`src/rtl/flash_cmd_pkg.sv`:
```
package flash_cmd_pkg;

  typedef enum logic [3:0] {
    ST_IDLE,   // ready, no sequence open
    ST_ESET,   // erase setup seen, waiting for confirm
    ST_PSET,   // program setup seen, waiting for address/data
    ST_ERASE,  // erase running
    ST_PROG,   // program running
    ST_ESUSP,  // erase suspended
    ST_PSUSP,  // program suspended
    ST_EPSET,  // program setup inside erase suspend
    ST_EPROG   // program running inside erase suspend
  } fsm_t;

  localparam logic [7:0] CMD_ERASE_SETUP = 8'h20;
  localparam logic [7:0] CMD_CONFIRM     = 8'hD0;
  localparam logic [7:0] CMD_PROG_A      = 8'h40;
  localparam logic [7:0] CMD_PROG_B      = 8'h10;
  localparam logic [7:0] CMD_SUSPEND     = 8'hB0;
  localparam logic [7:0] CMD_READ_STATUS = 8'h70;
  localparam logic [7:0] CMD_CLEAR       = 8'h50;
  localparam logic [7:0] CMD_READ_ARRAY  = 8'hFF;

  localparam logic [1:0] RP_LOW    = 2'b00;
  localparam logic [1:0] RP_NORMAL = 2'b01;

endpackage

```
`src/rtl/flash_blk_decode.sv`:
```
module flash_blk_decode #(
  parameter int ADDR_W      = 19,
  parameter int BIG_SHIFT   = 15,
  parameter int SMALL_SHIFT = 12,
  parameter int BOOT_COUNT  = 2,
  parameter int BLK_W       = 5
) (
  input  logic [ADDR_W-1:0] addr,
  output logic [BLK_W-1:0]  blk_idx,
  output logic              is_boot
);
  localparam int TOP_W    = ADDR_W - BIG_SHIFT;
  localparam int SUB_W    = BIG_SHIFT - SMALL_SHIFT;
  localparam int LAST_BIG = (2 ** TOP_W) - 1;
  localparam int unsigned BOOT_BASE = (32'd1 << ADDR_W) - BOOT_COUNT * (32'd1 << SMALL_SHIFT);

  logic [TOP_W-1:0] top_part;
  logic [SUB_W-1:0] sub_part;

  assign top_part = addr[ADDR_W-1:BIG_SHIFT];
  assign sub_part = addr[BIG_SHIFT-1:SMALL_SHIFT];

  // The last big-block slot is split into small blocks numbered after the main blocks
  always_comb begin
    if (top_part == TOP_W'(LAST_BIG)) blk_idx = BLK_W'(LAST_BIG) + BLK_W'(sub_part);
    else                              blk_idx = BLK_W'(top_part);
  end

  assign is_boot = (32'(addr) >= BOOT_BASE);
endmodule

```
`src/rtl/flash_op_timer.sv`:
```
module flash_op_timer #(
  parameter int CNT_W = 6,
  parameter int LEN   = 40
) (
  input  logic clk,
  input  logic rst,
  input  logic load,
  input  logic step,
  output logic zero
);
  localparam logic [CNT_W-1:0] LOAD_VAL = CNT_W'(LEN - 1);

  logic [CNT_W-1:0] cnt_q;

  always_ff @(posedge clk) begin
    if (rst)                        cnt_q <= '0;
    else if (load)                  cnt_q <= LOAD_VAL;
    else if (step && cnt_q != '0)   cnt_q <= cnt_q - 1'b1;
  end

  assign zero = (cnt_q == '0);
endmodule

```
`src/rtl/flash_cmd_fsm.sv`:
```
module flash_cmd_fsm
  import flash_cmd_pkg::*;
#(
  parameter int ADDR_W       = 19,
  parameter int BIG_SHIFT    = 15,
  parameter int SMALL_SHIFT  = 12,
  parameter int BOOT_COUNT   = 2,
  parameter int ERASE_CYCLES = 40,
  parameter int PROG_CYCLES  = 12
) (
  input  logic              clk,
  input  logic              rst,
  input  logic              ce,
  input  logic              we,
  input  logic [ADDR_W-1:0] addr,
  input  logic [7:0]        wdata,
  input  logic [1:0]        rp_level,
  input  logic              wp_n,
  input  logic              vpp_ok,
  output logic [7:0]        status,
  output logic              rd_status,
  output logic              rb_pull_low
);
  localparam int SUB_W     = BIG_SHIFT - SMALL_SHIFT;
  localparam int BLK_COUNT = (2 ** (ADDR_W - BIG_SHIFT)) - 1 + (2 ** SUB_W);
  localparam int BLK_W     = $clog2(BLK_COUNT);
  localparam int MAX_LEN   = (ERASE_CYCLES > PROG_CYCLES) ? ERASE_CYCLES : PROG_CYCLES;
  localparam int CNT_W     = $clog2(MAX_LEN + 1);

  fsm_t st_q, st_n;
  logic mode_q, mode_n;
  logic e_err_q, e_err_n, p_err_q, p_err_n, vpp_q, vpp_n, prot_q, prot_n;
  logic [BLK_W-1:0] eblk_q, eblk_n, blk;
  logic is_boot, locked, wr, misc_cmd, busy_n;
  logic e_zero, p_zero, e_load, e_step, p_load, p_step;
  logic [7:0] status_n;

  flash_blk_decode #(
    .ADDR_W(ADDR_W), .BIG_SHIFT(BIG_SHIFT), .SMALL_SHIFT(SMALL_SHIFT),
    .BOOT_COUNT(BOOT_COUNT), .BLK_W(BLK_W)
  ) u_dec (
    .addr(addr), .blk_idx(blk), .is_boot(is_boot)
  );

  flash_op_timer #(.CNT_W(CNT_W), .LEN(ERASE_CYCLES)) u_erase_tmr (
    .clk(clk), .rst(rst), .load(e_load), .step(e_step), .zero(e_zero)
  );

  flash_op_timer #(.CNT_W(CNT_W), .LEN(PROG_CYCLES)) u_prog_tmr (
    .clk(clk), .rst(rst), .load(p_load), .step(p_step), .zero(p_zero)
  );

  assign wr     = ce && we;
  assign locked = (rp_level == RP_NORMAL) && !wp_n && is_boot;

  always_comb begin
    st_n = st_q; mode_n = mode_q; eblk_n = eblk_q;
    e_err_n = e_err_q; p_err_n = p_err_q; vpp_n = vpp_q; prot_n = prot_q;
    e_load = 1'b0; e_step = 1'b0; p_load = 1'b0; p_step = 1'b0;
    misc_cmd = 1'b0;
    case (st_q)
      ST_IDLE: if (wr) begin
        case (wdata)
          CMD_ERASE_SETUP:        begin st_n = ST_ESET; mode_n = 1'b1; end
          CMD_PROG_A, CMD_PROG_B: begin st_n = ST_PSET; mode_n = 1'b1; end
          default:                misc_cmd = 1'b1;
        endcase
      end
      ST_ESET: if (wr) begin
        mode_n = 1'b1;
        st_n   = ST_IDLE;
        if (wdata != CMD_CONFIRM) begin e_err_n = 1'b1; p_err_n = 1'b1; end
        else if (!vpp_ok)         begin vpp_n = 1'b1; e_err_n = 1'b1; end
        else if (locked)          prot_n = 1'b1;
        else begin st_n = ST_ERASE; e_load = 1'b1; eblk_n = blk; end
      end
      ST_PSET: if (wr) begin
        mode_n = 1'b1;
        st_n   = ST_IDLE;
        if (!vpp_ok)     begin vpp_n = 1'b1; p_err_n = 1'b1; end
        else if (locked) prot_n = 1'b1;
        else begin st_n = ST_PROG; p_load = 1'b1; end
      end
      ST_ERASE: begin
        if (e_zero)                           st_n = ST_IDLE;
        else if (wr && wdata == CMD_SUSPEND)  st_n = ST_ESUSP;
        else                                  e_step = 1'b1;
      end
      ST_PROG: begin
        if (p_zero)                           st_n = ST_IDLE;
        else if (wr && wdata == CMD_SUSPEND)  st_n = ST_PSUSP;
        else                                  p_step = 1'b1;
      end
      ST_ESUSP: if (wr) begin
        case (wdata)
          CMD_CONFIRM:            begin st_n = ST_ERASE; mode_n = 1'b1; end
          CMD_PROG_A, CMD_PROG_B: begin st_n = ST_EPSET; mode_n = 1'b1; end
          default:                misc_cmd = 1'b1;
        endcase
      end
      ST_PSUSP: if (wr) begin
        if (wdata == CMD_CONFIRM) begin st_n = ST_PROG; mode_n = 1'b1; end
        else                      misc_cmd = 1'b1;
      end
      ST_EPSET: if (wr) begin
        mode_n = 1'b1;
        st_n   = ST_ESUSP;
        if (!vpp_ok)            begin vpp_n = 1'b1; p_err_n = 1'b1; end
        else if (locked)        prot_n = 1'b1;
        else if (blk == eblk_q) p_err_n = 1'b1;
        else begin st_n = ST_EPROG; p_load = 1'b1; end
      end
      ST_EPROG: begin
        if (p_zero) st_n = ST_ESUSP;
        else        p_step = 1'b1;
      end
      default: st_n = ST_IDLE;
    endcase

    if (misc_cmd) begin
      case (wdata)
        CMD_READ_STATUS: mode_n = 1'b1;
        CMD_CLEAR:       begin e_err_n = 1'b0; p_err_n = 1'b0; vpp_n = 1'b0; prot_n = 1'b0; end
        CMD_READ_ARRAY:  mode_n = 1'b0;
        default:         mode_n = 1'b0;
      endcase
    end

    if (rp_level == RP_LOW) begin
      st_n = ST_IDLE; mode_n = 1'b0;
      e_err_n = 1'b0; p_err_n = 1'b0; vpp_n = 1'b0; prot_n = 1'b0;
      e_load = 1'b0; e_step = 1'b0; p_load = 1'b0; p_step = 1'b0;
    end

    busy_n   = (st_n == ST_ERASE) || (st_n == ST_PROG) || (st_n == ST_EPROG);
    status_n = {!busy_n,
                (st_n == ST_ESUSP) || (st_n == ST_EPSET) || (st_n == ST_EPROG),
                e_err_n, p_err_n, vpp_n,
                (st_n == ST_PSUSP),
                prot_n, 1'b0};
  end

  always_ff @(posedge clk) begin
    if (rst) begin
      st_q <= ST_IDLE; mode_q <= 1'b0; eblk_q <= '0;
      e_err_q <= 1'b0; p_err_q <= 1'b0; vpp_q <= 1'b0; prot_q <= 1'b0;
      status <= 8'h80; rd_status <= 1'b0; rb_pull_low <= 1'b0;
    end else begin
      st_q <= st_n; mode_q <= mode_n; eblk_q <= eblk_n;
      e_err_q <= e_err_n; p_err_q <= p_err_n; vpp_q <= vpp_n; prot_q <= prot_n;
      status <= status_n; rd_status <= mode_n; rb_pull_low <= busy_n;
    end
  end
endmodule

```
`config.mk`:
```
export PLATFORM = sky130hd
export DESIGN_NAME = flash_cmd_fsm
export DESIGN_NICKNAME = d
export VERILOG_FILES = /design/src/rtl/flash_cmd_pkg.sv /design/src/rtl/flash_blk_decode.sv /design/src/rtl/flash_op_timer.sv /design/src/rtl/flash_cmd_fsm.sv
export SDC_FILE = /design/constraint.sdc
export NUM_CORES = 1
export LEC_CHECK = 0
export BUFFER_PORTS_ARGS = -buffer_cell sky130_fd_sc_hd__buf_2
export CAP_MARGIN = 10
export CELL_PAD_IN_SITES_DETAIL_PLACEMENT = 1
export CELL_PAD_IN_SITES_GLOBAL_PLACEMENT = 2
export CORE_UTILIZATION = 29
export CTS_BUF_LIST = sky130_fd_sc_hd__clkbuf_8
export DETAILED_ROUTE_END_ITERATION = 16
export PLACE_DENSITY = 0.89
export SYNTH_ARGS = -nofsm -noshare
export SYNTH_HDL_FRONTEND = slang
export SYNTH_SLANG_ARGS = --single-unit
```
`constraint.sdc`:
```
create_clock -name clk -period 1.9 [get_ports clk]
set_input_delay 0 -clock clk [delete_from_list [all_inputs] [get_ports clk]]
set_output_delay 0 -clock clk [all_outputs]
set_load 0.05 [all_outputs]
```
# ---- Word level (Yosys, flattened, before mapping)
# Index checks and enable logic that the tools add are counted.
dict set report totals {
  inputBits 35
  regBits 35
}
dict set report op_classes {
  n_eq_ne 25
  order_cmp 1
  mux 103
  reduce_logical 29
  n_bitwise 2
  addsub 3
}
# op count
set op_table {}
lappend op_table {{2-to-1 mux 4 bit} 18}
lappend op_table {{2-to-1 mux 1 bit} 66}
lappend op_table {{case mux 4 bit (9 select lines)} 1}
lappend op_table {{equality test 4 x 3 -> 1 bit, second input constant} 8}
lappend op_table {{equality test 8 x 7 -> 1 bit, second input constant} 3}
lappend op_table {{greater-or-equal comparator 19 bit, second input constant} 1}
lappend op_table {{equality test 8 bit, second input constant} 2}
lappend op_table {{case mux 4 bit (2 select lines)} 2}
lappend op_table {{equality test 4 x 2 -> 1 bit, second input constant} 3}
lappend op_table {{equality test 4 bit, second input constant} 3}
lappend op_table {{zero test 6 bit} 2}
lappend op_table {{2-to-1 mux 6 bit} 2}
lappend op_table {{nonzero test 6 bit} 2}
lappend op_table {{subtractor 6 x 1 -> 6 bit, second input constant} 2}
lappend op_table {{case mux 1 bit (2 select lines)} 5}
lappend op_table {{OR reduction 2 bit} 5}
lappend op_table {{OR reduction 3 bit} 3}
lappend op_table {{equality test 8 x 5 -> 1 bit, second input constant} 1}
lappend op_table {{equality test 8 x 6 -> 1 bit, second input constant} 1}
lappend op_table {{inequality test 8 bit, second input constant} 1}
lappend op_table {{logical AND 1 bit} 6}
lappend op_table {{2-to-1 mux 2 bit} 3}
lappend op_table {{2-to-1 mux 3 bit} 2}
lappend op_table {{case mux 1 bit (3 select lines)} 2}
lappend op_table {{other kinds (13)} 19}

# ---- Depth between registers and ports, before layout
dict set report depth {
  ltp_word 13
  mapped_depth 10
  mapped_depth_nobuf 10
}

# ---- Cells and area by module
# A second synthesis with hierarchy kept.
dict set report unflattened {
  cells_unflattened 272
  hier_area_um2 2150.8
}
# mod n_inst area_each_um2 cells_per_inst seq_area_each_um2
set modules_own_cells {}
lappend modules_own_cells {flash_cmd_fsm 1 1296.2 169 360.3}
lappend modules_own_cells {{flash_op_timer (u_prog_tmr)} 1 350.3 41 120.1}
lappend modules_own_cells {{flash_op_timer (u_erase_tmr)} 1 340.3 39 120.1}
lappend modules_own_cells {flash_blk_decode 1 163.9 23 0.0}

# ---- Worst setup path after synthesis
# No wires, ideal clock.
dict set report synth_timing {
  path_kind {reg2reg}
  from {reg u_prog_tmr.cnt_q[0]}
  to {reg rb_pull_low}
  setup_time_ns 0.128
  arrival_ns 1.975
  path_stages_with_launch 10
  t_required_ns 1.772
  slack_ns -0.203
  path_cell_list {dfxtp_1 -> inv_1 -> ha_1 -> or3b_1 -> o21ai_0 -> nor3_1 -> a211oi_2 -> and3_2 -> mux2i_1 -> o21ai_1}
}
dict set report synth_via {
  elab_chain_cells 7
  elab_cells_between_ends 10
  cone_classes {eq/ne: 3; mux: 4; reduce/logical: 3}
}
# item line_no
set synth_rtl {}
lappend synth_rtl {{start, declared} flash_op_timer.sv:13} ;# logic [CNT_W-1:0] cnt_q;
lappend synth_rtl {{start signal, assigned} flash_op_timer.sv:18} ;# else if (step && cnt_q != '0) cnt_q <= cnt_q - 1'b1;
lappend synth_rtl {{zero test 6 bit *} flash_op_timer.sv:21} ;# assign zero = (cnt_q == '0);
lappend synth_rtl {{2-to-1 mux 4 bit, on equally long branches} {flash_cmd_fsm.sv:114, flash_cmd_fsm.sv:90}}
lappend synth_rtl {{case mux 4 bit (9 select lines) *} flash_cmd_fsm.sv:61} ;# case (st_q)
lappend synth_rtl {{2-to-1 mux 4 bit *} flash_cmd_fsm.sv:129} ;# if (rp_level == RP_LOW) begin
lappend synth_rtl {{equality test 4 x 2 -> 1 bit / equality test 4 x 3 -> 1 bit (equally long branches)} flash_cmd_fsm.sv:135} ;# busy_n = (st_n == ST_ERASE) || (st_n == ST_PROG) || (st_n == ST_EPROG);
lappend synth_rtl {{logical OR 1 bit} flash_cmd_fsm.sv:135}
lappend synth_rtl {{logical OR 1 bit *} flash_cmd_fsm.sv:135}
lappend synth_rtl {{end signal, assigned} flash_cmd_fsm.sv:151} ;# status <= status_n; rd_status <= mode_n; rb_pull_low <= busy_n;
lappend synth_rtl {{end, declared} flash_cmd_fsm.sv:22} ;# output logic rb_pull_low
# Every way passes the cells marked *; elsewhere a longest branch is shown, timed or not.
# A chain may end at the register's enable or synchronous reset.

# ---- Worst setup path after layout
dict set report layout_timing {
  from {reg u_prog_tmr.cnt_q[0]}
  to {reg status[7]}
}
dict set report layout_via {
  elab_chain_cells 8
  elab_cells_between_ends 11
  cone_classes {eq/ne: 3; mux: 4; reduce/logical: 4}
}
# item line_no
set layout_rtl {}
lappend layout_rtl {{zero test 6 bit *} flash_op_timer.sv:21}
lappend layout_rtl {{2-to-1 mux 4 bit, on equally long branches} {flash_cmd_fsm.sv:114, flash_cmd_fsm.sv:90}}
lappend layout_rtl {{case mux 4 bit (9 select lines) *} flash_cmd_fsm.sv:61}
lappend layout_rtl {{2-to-1 mux 4 bit *} flash_cmd_fsm.sv:129}
lappend layout_rtl {{equality test 4 x 2 -> 1 bit / equality test 4 x 3 -> 1 bit (equally long branches)} flash_cmd_fsm.sv:135}
lappend layout_rtl {{logical OR 1 bit} flash_cmd_fsm.sv:135}
lappend layout_rtl {{logical OR 1 bit *} flash_cmd_fsm.sv:135}
lappend layout_rtl {{zero test 1 bit *} flash_cmd_fsm.sv:136} ;# status_n = {!busy_n,
lappend layout_rtl {{end signal, assigned} flash_cmd_fsm.sv:151}
lappend layout_rtl {{end, declared} flash_cmd_fsm.sv:20} ;# output logic [7:0] status,
# Marks and branches as above.

==> run metrics <==
chip width 88.1 µm; critical path class reg -> reg; hold_sp vpp_ok; detailed placer's ending HPWL 5.46 mm; RSZ-0062 raised after global routing true; wire length per cell 16.4 µm; Final setup viols 16; Max-Cap Viols 0; Reg2Reg Depth 10; total congestion overflow 0; share of the synthesized area in the top cell type 27.9%; IO buf count 43; clock slew at reported path FFs 0.08 ns; DR vias/cell 5.24; # hold bufs at CTS 0; WL met2 4.07 mm; global placer's final weighted congestion 0.843; DRC 0; commonest non-fill, non-tap cell in the layout buf_4; highest metal used met4; NumNets Final 417; register area share after synthesis 27.9%; cell area after synthesis 0.00215 mm²; worst setup margin -0.339 ns; FP Rows 31; metal3 WL 298 µm; max-slew violations 0; largest net degree at the start of global routing 20; Syn Area/Cell 7.91 µm²; Yosys warnings 0; Yosys reg bits 30; Synth area leader dfxtp_1; starting DRC count in detailed routing 52; area grow syn2layout 51.5%; detailed-route wire length 7.79 mm; first-pass iteration count of the detailed router 4; Register Area 609 µm²; Async SR Flop Fraction 0%; Worst Tran Pin Value 0.716 ns; peak supply drop 0.195 mV; Die ar. 0.00777 mm²; minimum clock period 2.24 ns; outcome complete, but fails checks; pwr dens 420 mW/mm²; max_slew headroom 52.1%; Fin. Hold Viols 0; CTS Buf Count 5; Lkg Pwr 1.36 nW; layout cells sized above 1 47.3%; Worst Clk Skew 0.0110 ns; Critical Path RT 2.09 ns; CTS tree yes; DP Worst Slack -0.313 ns; I/O Pins 45; Final ANT Viol Nets 0; RR Endpoint status[7]; fillers 918; hold depth 3; R2R Path Start u_prog_tmr.cnt_q[0]; first-pass GRT wire length 12.0 mm; Fin Setup TNS -3.05 ns; vias in the first global route 2,609; Root Driver clkbuf_8; Critical Path Start Type flop; Hold Path Class in -> reg; core area 0.00721 mm²; Distinct cells, synth 63; R2R setup slack -0.34 ns; violated checks setup timing; Clock Latency Late Sink 0.29 ns; Pwr Total 1.37 mW; f_max 0.447 GHz; Die H 88.1 µm; ANT cells 0; Min-Delay Endpoint status[1]; area of the multi-input gates 0.00164 mm²; CP endpoint kind flop; initial antenna violation count 0; Mapped Cells 272; Mapped Nets 314; period utilisation layout 118%; Starting Density 29.8%; CP Max Fanout 3; top post-synthesis cells by area dfxtp_1, a21oi_1, ha_1, nor3_1, xor2_1; DRT met1 WL 3.26 mm; commonest cells after routing, fill and taps aside buf_4, buf_2, dfxtp_1, nor2_1, a21oi_1; top_reg_cell synth dfxtp_1; crit path DAT 2.43 ns; Longest Clk Path Bufs 2; EDFF count, synth 0; All-Layer GR Usage 19.8%; H-Tree Depth 2; Via Count 2,487; Sink Count 30
-- Yosys cell counts, drive strengths merged (2+ instances only) --
cell	count
a22oi	3
buf	7
a21oi	20
or3	4
o21ai	12
or2	3
nor2	20
dfxtp	30
inv	13
a211oi	8
nand2	18
and3	3
nand4	8
nor4	8
xor2	9
a31oi	3
clkbuf	9
xnor2	7
o21bai	4
and3b	2
or4	5
ha	7
nand2b	6
nor4b	2
nor3b	2
and4	2
nor2b	4
o31a	2
and2	2
a21o	2
nand3	10
o21a	4
nor3	17
-- worst max-delay path: stages, from the launching register on --
cell and delay [ns]:
dfxtp_2 0.33, inv_2 0.06, ha_1 0.15, or3b_4 0.39
buf_4 0.15, o31a_1 0.26, o21bai_2 0.16, o311ai_4 0.16
nor2_2 0.20, mux2i_4 0.10, o21a_1 0.17
-- through the flow --
stage | utilization, % | area [µm²] | std cells | hold WS (ns)
after global placement | 39.9 | 2880 | 459 | 0.327
after CTS | 43.0 | 3100 | 472 | 0.0341
after global routing | 45.2 | 3260 | 475 | 0.0533
final | 45.2 | 3260 | 475 | 0.0334
after floorplan | - | 2170 | 272 | 0.149
after detailed placement | 39.9 | 2880 | 459 | 0.329
-- worst max-delay path by stage --
stage                        startpoint          end  slack, ns  cells past startpoint
global placement               addr[12]    status[7]      -0.21                     10
CTS                 u_prog_tmr.cnt_q[0]    status[7]      -0.26                      9
detailed placement             addr[12]    status[7]      -0.31                     10
floorplan           u_prog_tmr.cnt_q[0]  rb_pull_low      -0.11                      9
global route        u_prog_tmr.cnt_q[0]    status[7]      -0.44                     10
finish              u_prog_tmr.cnt_q[0]    status[7]      -0.34                     10
-- sequential cells by signal (all words and copies together) (netlist names) --
register / cells
mode_q: 1
rb_pull_low: 1
st_q: 4
status: 7
eblk_q: 5
u_erase_tmr.cnt_q: 6
u_prog_tmr.cnt_q: 6
-- per-layer routing --
metal | GRT usage [%] | vias up
li1 | - | 1197
met1 | 22.5 | 1202
met3 | 3.20 | 18
met5 | 0 | -
met4 | 4.99 | 0
met2 | 38.1 | 70
-- cell type report --
class                           instances  share of cell area [%]
Multi-Input combinational cell        213                    50.2
Timing Repair Buffer                  112                    22.8
Inverter                               13                    1.50
Sequential cell                        30                    18.7
Tap cell                               99                    3.80
Clock buffer                            6                    2.53
Clock inverter                          2                   0.384
-- where the power goes --
part           switching, mW  leakage, nW  internal (mW)
Sequential          0.000366        0.245          0.629
Combinational         0.0997         1.06         0.0790
Clock                  0.268       0.0472          0.291
-- timing repair --
action | in CTS | in global routing
endpoints found under the setup margin | 14 | 22
buffers inserted | 5 | 3
gates resized for setup | 28 | 28
pin swaps | 9 | 20
-- logic make-up (layout without fill, tap and decap cells) --
group / Yosys count / count (layout) / share of synthesized area, %
muxes: 1 / 1 / 0.465
buffers and inverters: 29 / 133 / 6.34
AOI/OAI and AO/OA: 70 / 70 / 22.3
other: 1 / 1 / 0.174
and+or+nand+nor: 118 / 118 / 32.2
xor gates and xnor gates: 16 / 16 / 6.52
DFF: 30 / 30 / 27.9
adders and majority gates: 7 / 7 / 4.07
Power figures use the tool's default switching activity.
